===== src/rtl/lcd_drv_pkg.sv =====
package lcd_drv_pkg;
   typedef enum logic [1:0] {
      LVL_LOW  = 2'b00,
      LVL_MID  = 2'b01,
      LVL_HIGH = 2'b10
   } lvl_e;

   // Phase index: bit 1 = inverted polarity, bit 0 = which common is selected
   typedef struct packed {
      logic inverted;
      logic sel_com;
   } phase_s;

   function automatic lvl_e lvl_flip(input lvl_e l);
      return (l == LVL_HIGH) ? LVL_LOW : LVL_HIGH;
   endfunction
endpackage


===== src/rtl/lcd_phase_timer.sv =====
module lcd_phase_timer
   import lcd_drv_pkg::*;
#(
   parameter int CLK_HZ   = 4_000_000,
   parameter int FRAME_HZ = 100
)(
   input  logic   clk,
   input  logic   por_n,
   output phase_s phase,
   output logic   tick
);
   localparam int PHASE_CYCLES = CLK_HZ / (4 * FRAME_HZ);
   localparam int CW           = $clog2(PHASE_CYCLES);

   if (PHASE_CYCLES < 2) begin : g_bad_rate
      $error("phase must last at least two clocks");
   end
   if (CLK_HZ % (4 * FRAME_HZ) != 0) begin : g_bad_ratio
      $error("clock must divide evenly into four phases per frame");
   end

   logic [CW-1:0] cnt_q;
   logic [1:0]    phase_q;

   assign tick  = (cnt_q == CW'(PHASE_CYCLES - 1));
   assign phase = phase_s'(phase_q);

   always_ff @(posedge clk or negedge por_n) begin
      if (!por_n) begin
         cnt_q   <= '0;
         phase_q <= '0;
      end else if (tick) begin
         cnt_q   <= '0;
         phase_q <= phase_q + 2'd1;
      end else begin
         cnt_q   <= cnt_q + CW'(1);
      end
   end
endmodule


===== src/rtl/lcd_seg_store.sv =====
module lcd_seg_store #(
   parameter int NUM_SEG    = 28,
   parameter int DIGIT_SEGS = 4
)(
   input  logic                         clk,
   input  logic                         rst_n,
   input  logic                         tick,
   input  logic                         wr_en,
   input  logic [$clog2(NUM_SEG/DIGIT_SEGS)-1:0] wr_digit,
   input  logic [2*DIGIT_SEGS-1:0]      wr_bits,
   output logic [1:0][NUM_SEG-1:0]      act_bits
);
   localparam int NUM_DIGITS = NUM_SEG / DIGIT_SEGS;
   localparam int DW         = $clog2(NUM_DIGITS);

   if (NUM_SEG % DIGIT_SEGS != 0) begin : g_bad_split
      $error("segment count must be a whole number of digits");
   end
   if (NUM_DIGITS < 2) begin : g_bad_digits
      $error("at least two digits are required");
   end

   logic [1:0][NUM_SEG-1:0] pend_q, pend_nx;

   // Merge a digit write into the pending copy
   always_comb begin
      pend_nx = pend_q;
      for (int d = 0; d < NUM_DIGITS; d++) begin
         if (wr_en && (wr_digit == DW'(d))) begin
            for (int k = 0; k < DIGIT_SEGS; k++) begin
               pend_nx[0][d*DIGIT_SEGS + k] = wr_bits[2*k];
               pend_nx[1][d*DIGIT_SEGS + k] = wr_bits[2*k + 1];
            end
         end
      end
   end

   // Displayed copy only moves at a phase boundary
   always_ff @(posedge clk or negedge rst_n) begin
      if (!rst_n) begin
         pend_q   <= '0;
         act_bits <= '0;
      end else begin
         pend_q <= pend_nx;
         if (tick) act_bits <= pend_nx;
      end
   end
endmodule


===== src/rtl/lcd_wave_map.sv =====
module lcd_wave_map
   import lcd_drv_pkg::*;
#(
   parameter int NUM_SEG = 28
)(
   input  phase_s                  phase,
   input  logic [1:0][NUM_SEG-1:0] act_bits,
   output logic [3:0]              com_raw,
   output logic [2*NUM_SEG-1:0]    seg_raw
);
   lvl_e sel_lvl;
   assign sel_lvl = phase.inverted ? LVL_LOW : LVL_HIGH;

   for (genvar c = 0; c < 2; c++) begin : g_com
      assign com_raw[2*c +: 2] = (phase.sel_com == 1'(c)) ? sel_lvl : LVL_MID;
   end

   for (genvar s = 0; s < NUM_SEG; s++) begin : g_seg
      logic on;
      assign on = act_bits[phase.sel_com][s];
      assign seg_raw[2*s +: 2] = on ? lvl_flip(sel_lvl) : sel_lvl;
   end
endmodule


===== src/rtl/lcd_half_duty_drv.sv =====
module lcd_half_duty_drv
   import lcd_drv_pkg::*;
#(
   parameter int CLK_HZ      = 4_000_000,
   parameter int FRAME_HZ    = 100,
   parameter int NUM_SEG     = 28,
   parameter int DIGIT_SEGS  = 4,
   parameter int SHARED_SEGS = 4
)(
   input  logic                                  clk,
   input  logic                                  por_n,
   input  logic                                  rst_n,
   input  logic                                  backup,
   input  logic                                  wr_en,
   input  logic [$clog2(NUM_SEG/DIGIT_SEGS)-1:0] wr_digit,
   input  logic [2*DIGIT_SEGS-1:0]               wr_bits,
   input  logic                                  pmode_set,
   input  logic                                  pmode_clr,
   input  logic                                  port_src,
   input  logic [SHARED_SEGS-1:0]                port_data,
   input  logic [SHARED_SEGS-1:0]                gp_latch,
   output logic [3:0]                            com_lvl,
   output logic [2*NUM_SEG-1:0]                  seg_lvl
);
   localparam int SHARED_BASE = NUM_SEG - SHARED_SEGS;

   if (SHARED_SEGS < 1 || SHARED_SEGS > NUM_SEG) begin : g_bad_shared
      $error("shared group must be between one line and all lines");
   end

   phase_s                  phase;
   logic                    phase_tick;
   logic [1:0][NUM_SEG-1:0] act_bits;
   logic [3:0]              com_raw;
   logic [2*NUM_SEG-1:0]    seg_raw;
   logic [2*NUM_SEG-1:0]    seg_mux;
   logic                    pmode_q;

   lcd_phase_timer #(.CLK_HZ(CLK_HZ), .FRAME_HZ(FRAME_HZ)) u_timer (
      .clk   (clk),
      .por_n (por_n),
      .phase (phase),
      .tick  (phase_tick)
   );

   lcd_seg_store #(.NUM_SEG(NUM_SEG), .DIGIT_SEGS(DIGIT_SEGS)) u_store (
      .clk      (clk),
      .rst_n    (rst_n),
      .tick     (phase_tick),
      .wr_en    (wr_en),
      .wr_digit (wr_digit),
      .wr_bits  (wr_bits),
      .act_bits (act_bits)
   );

   lcd_wave_map #(.NUM_SEG(NUM_SEG)) u_map (
      .phase    (phase),
      .act_bits (act_bits),
      .com_raw  (com_raw),
      .seg_raw  (seg_raw)
   );

   // Group mode flag for the shared lines; clear dominates set
   always_ff @(posedge clk or negedge rst_n) begin
      if (!rst_n)         pmode_q <= 1'b0;
      else if (pmode_clr) pmode_q <= 1'b0;
      else if (pmode_set) pmode_q <= 1'b1;
   end

   for (genvar s = 0; s < NUM_SEG; s++) begin : g_pin
      if (s >= SHARED_BASE) begin : g_shared
         logic src_bit;
         assign src_bit = port_src ? port_data[s - SHARED_BASE] : gp_latch[s - SHARED_BASE];
         assign seg_mux[2*s +: 2] = pmode_q ? (src_bit ? LVL_HIGH : LVL_LOW)
                                            : seg_raw[2*s +: 2];
      end else begin : g_plain
         assign seg_mux[2*s +: 2] = seg_raw[2*s +: 2];
      end
   end

   assign com_lvl = backup ? '0 : com_raw;
   assign seg_lvl = backup ? '0 : seg_mux;
endmodule


===== config.mk =====
export PLATFORM = sky130hd
export DESIGN_NAME = lcd_half_duty_drv
export DESIGN_NICKNAME = d
export VERILOG_FILES = /design/src/rtl/lcd_drv_pkg.sv /design/src/rtl/lcd_phase_timer.sv /design/src/rtl/lcd_seg_store.sv /design/src/rtl/lcd_wave_map.sv /design/src/rtl/lcd_half_duty_drv.sv
export SDC_FILE = /design/constraint.sdc
export NUM_CORES = 1
export LEC_CHECK = 0
export CAP_MARGIN = 15
export CORE_MARGIN = 1
export CORE_UTILIZATION = 57
export CTS_BUF_LIST = sky130_fd_sc_hd__clkbuf_8
export CTS_CLUSTER_DIAMETER = 150
export DETAILED_ROUTE_END_ITERATION = 6
export PLACE_DENSITY = 0.82
export SLEW_MARGIN = 20
export SYNTH_ARGS = -nofsm -noshare
export SYNTH_HDL_FRONTEND = slang
export SYNTH_SLANG_ARGS = --single-unit

===== constraint.sdc =====
create_clock -name clk -period 2 [get_ports clk]
set_input_delay 0.2 -clock clk [delete_from_list [all_inputs] [get_ports clk]]
set_output_delay 0.2 -clock clk [all_outputs]
set_load 0.1 [all_outputs]

==> qor.yml <==
synthesis:
  synth.mux.area_fraction: 0.2863
  synth_compound_area_frac: 0.01097
  ys.flop_type: "dfrtp_1"
  synth_async_sr_flop_share: 1.000
  yosys.area.top_type_share: 0.5147
  synth-edff-count: 0
  synthSimpleGateAreaFrac: 0.06543
  synth_largest_area_cell: "dfrtp_1"
  yosys_warnings: 0
  yosysSeqAreaShare: 0.5147
  synth_top_family_by_area: "multiplexers"
  syn_avg_cell_area_um2: 13.97
  synth_cells: 449
  synth_area_leaders: "dfrtp_1 51%, mux2_4 13%, mux2_2 11%, mux2i_1 5.1%, xnor2_1 5.0%"
  synth-adder-area-share: 0.005984
  syn_area_mm2: 0.006272
  yosysUniqueCellTypes: 34
  synth_seq_cells: 129
  synth-xor-area-share: 0.05585
floorplanning:
  dieArea_mm2: 0.01143
  rows: 37
  die_w_um: 106.9
  io_pins: 87
  start_util: 0.5969
  die_y_um: 106.9
  fp.coreArea_mm2: 0.01051
route:
  dr_wl_met3_um: 712
  first_iter_violations: 172
  drc: 0
  top_layer_used: "met4"
  dr.pass1.iters: 5
  met1_length_um: 5990
  wl_met2_um: 7286
  vias_per_cell: 5.504
  wl_per_cell_um: 20.87
  finalWirelength_um: 14210
  ant_nets: 0
  vias: 3748
setup_path:
  critPathCaptureType: "output port"
  critPathTopFamily: "flip-flops"
  start_kind: "flop"
  critical_path_class: "reg -> out"
  path_max_fanout: 8
  arrival_ns: 1.94
  crit_slowest_cell: "dfrtp_2"
  cp_data_required_time_ns: 1.80
  crit_buf_inv: 2
  cpPeakStageDelay_ns: 0.43
  crit_chain: "buf_12, mux2i_2, xnor2_1, nor2_1, a211oi_4, buf_12"
  path_common_cell: "buf_12"
sta:
  final_max_slew_viol_count: 0
  relSlewSlack: 0.6347
  fin_skew_ns: 0.01561
  hold_violations: 0
  setup_viol: 21
  fmax_ghz: 0.4679
  layout_setup_ws_ns: -0.1373
  fin_crit_ns: 2.137
  finalCritPeriodShare: 1.069
  rsz0062_at_grt: "true"
  worstMarginPinSlew_ns: 0.5462
global_route:
  grt_overflow_total: 0
  antenna_found_initial: 0
  grt_max_degree: 42
  grtUsageTotal: 0.2644
  grt_pass1_vias: 4008
  grt_pass1_wl_um: 22180
final_layout:
  drive_gt1_frac: 0.5174
  antenna_cells: 0
  final_common_cell: "dfrtp_1"
  final_nets: 562
  layout_common_cells: "128 x dfrtp_1, 59 x mux2_2, 54 x mux2_4"
  final_area_mm2: 0.008295
  stdcell_count: 681
  fin_util: 0.7894
  syn_to_final_growth_pct: 32.26
place:
  pre_cts_slack_ns: -0.1237
  dpl-instance-area_mm2: 0.007528
  dp_cells: 640
  io_buffers: 58
  place_congestion: 0.7657
  dp_hpwl_um: 8277
power:
  power.density_mw_per_mm2: 802.3
  ir_drop_mv: 0.6486
  finalPower_w: 0.006655
  p_leak_nw: 3.837
clocking:
  clock-root-buffer: "clkbuf_8"
  clk_pin_slew_ns: 0.08
  cts_buffer_depth: 2
  clkLatencyLatePin_ns: 0.43
  cts_buffers: 17
  cts_tree: "yes"
  clkSinkCount: 129
  htreeDepth: 4
job:
  maxCapViolations: 0
hold_path:
  hold_path.class: "in -> async"
outcome:
  outcome: "complete, but fails checks"
  violations: "setup timing"
==> registers in the layout, summed over array words and instances, names as in the netlist <==
register and flops:
u_timer.cnt_q 14, u_store.act_bits 56, pmode_q 1, u_store.pend_q 56, u_timer.phase 2
==> power breakdown <==
group / internal, W / switching (W) / leakage, nW
Combinational: 0.000490 / 0.000871 / 1.97
Sequential: 0.00287 / 0.000102 / 1.67
Clock: 0.00130 / 0.00102 / 0.204
==> Yosys cell counts, types with 4 or more instances <==
| library cell | instances |
|---|---|
| a211oi_1 | 4 |
| mux2_4 | 54 |
| mux2i_1 | 32 |
| buf_6 | 6 |
| xor2_1 | 4 |
| clkbuf_1 | 7 |
| buf_4 | 29 |
| and2_1 | 4 |
| nand3_1 | 5 |
| dfrtp_1 | 129 |
| mux2_2 | 59 |
| xnor2_1 | 36 |
| nor2_1 | 33 |
| nand2_1 | 4 |
| buf_2 | 11 |
==> cells by family after synthesis <==
logic type,Yosys count
buffers and inverters,56
other,1
AND/OR/NAND/NOR,66
flip-flops,129
AO/OA/AOI/OAI,9
multiplexers,145
XOR/XNOR,40
adder cells (fa/ha/maj),3
==> layer usage <==
metal	vias up	GRT usage
li1	1653	-
met1	1948	0.3498
met2	126	0.4327
met3	21	0.06383
met4	0	0.08121
met5	-	0
==> stage by stage <==
step	hold slack, ns	TNS (ns)
floorplan	-0.09559	-0.3039
global placement	0.2071	-2.429
detailed placement	0.2165	-3.868
CTS	0.07989	-1.262
global route	0.09489	-3.425
finish	0.09124	-1.426
==> final cells by class <==
type                       instances  area [um2]
sequential                       129        3229
multi-input combinational        291        3208
fill                             521        2213
timing repair buffer              91        1256
clock buffer                      19       261.5
tap                              136       170.2
clock inverter                    13       161.4
inverter                           2       8.758
==> repair_timing <==
action / CTS / global route
pin swaps: 3 / 10
endpoints found under the hold margin: 38 / 0
hold buffers: 1 / 0
endpoints found under the setup margin: 20 / 29
setup buffers: 6 / 2
gates resized for setup: 16 / 34
==> worst paths after layout <==
kind | start | to | slack [ns] | depth (start not counted)
setup / recovery | u_timer.phase[0] | seg_lvl[55] | -0.14 | 6
hold / removal | por_n | u_timer.cnt_q[13] | 0.09 | 2
setup reg to reg | u_timer.cnt_q[0] | u_store.act_bits[30] | 0.18 | 6
hold reg to reg | u_store.pend_q[1] | u_store.pend_q[1] | 0.50 | 1
max in group asynchronous | rst_n | u_store.pend_q[4] | 1.02 | 3
min in group clk | pmode_clr | pmode_q | 0.32 | 2
(Power assumes the default switching activity.)
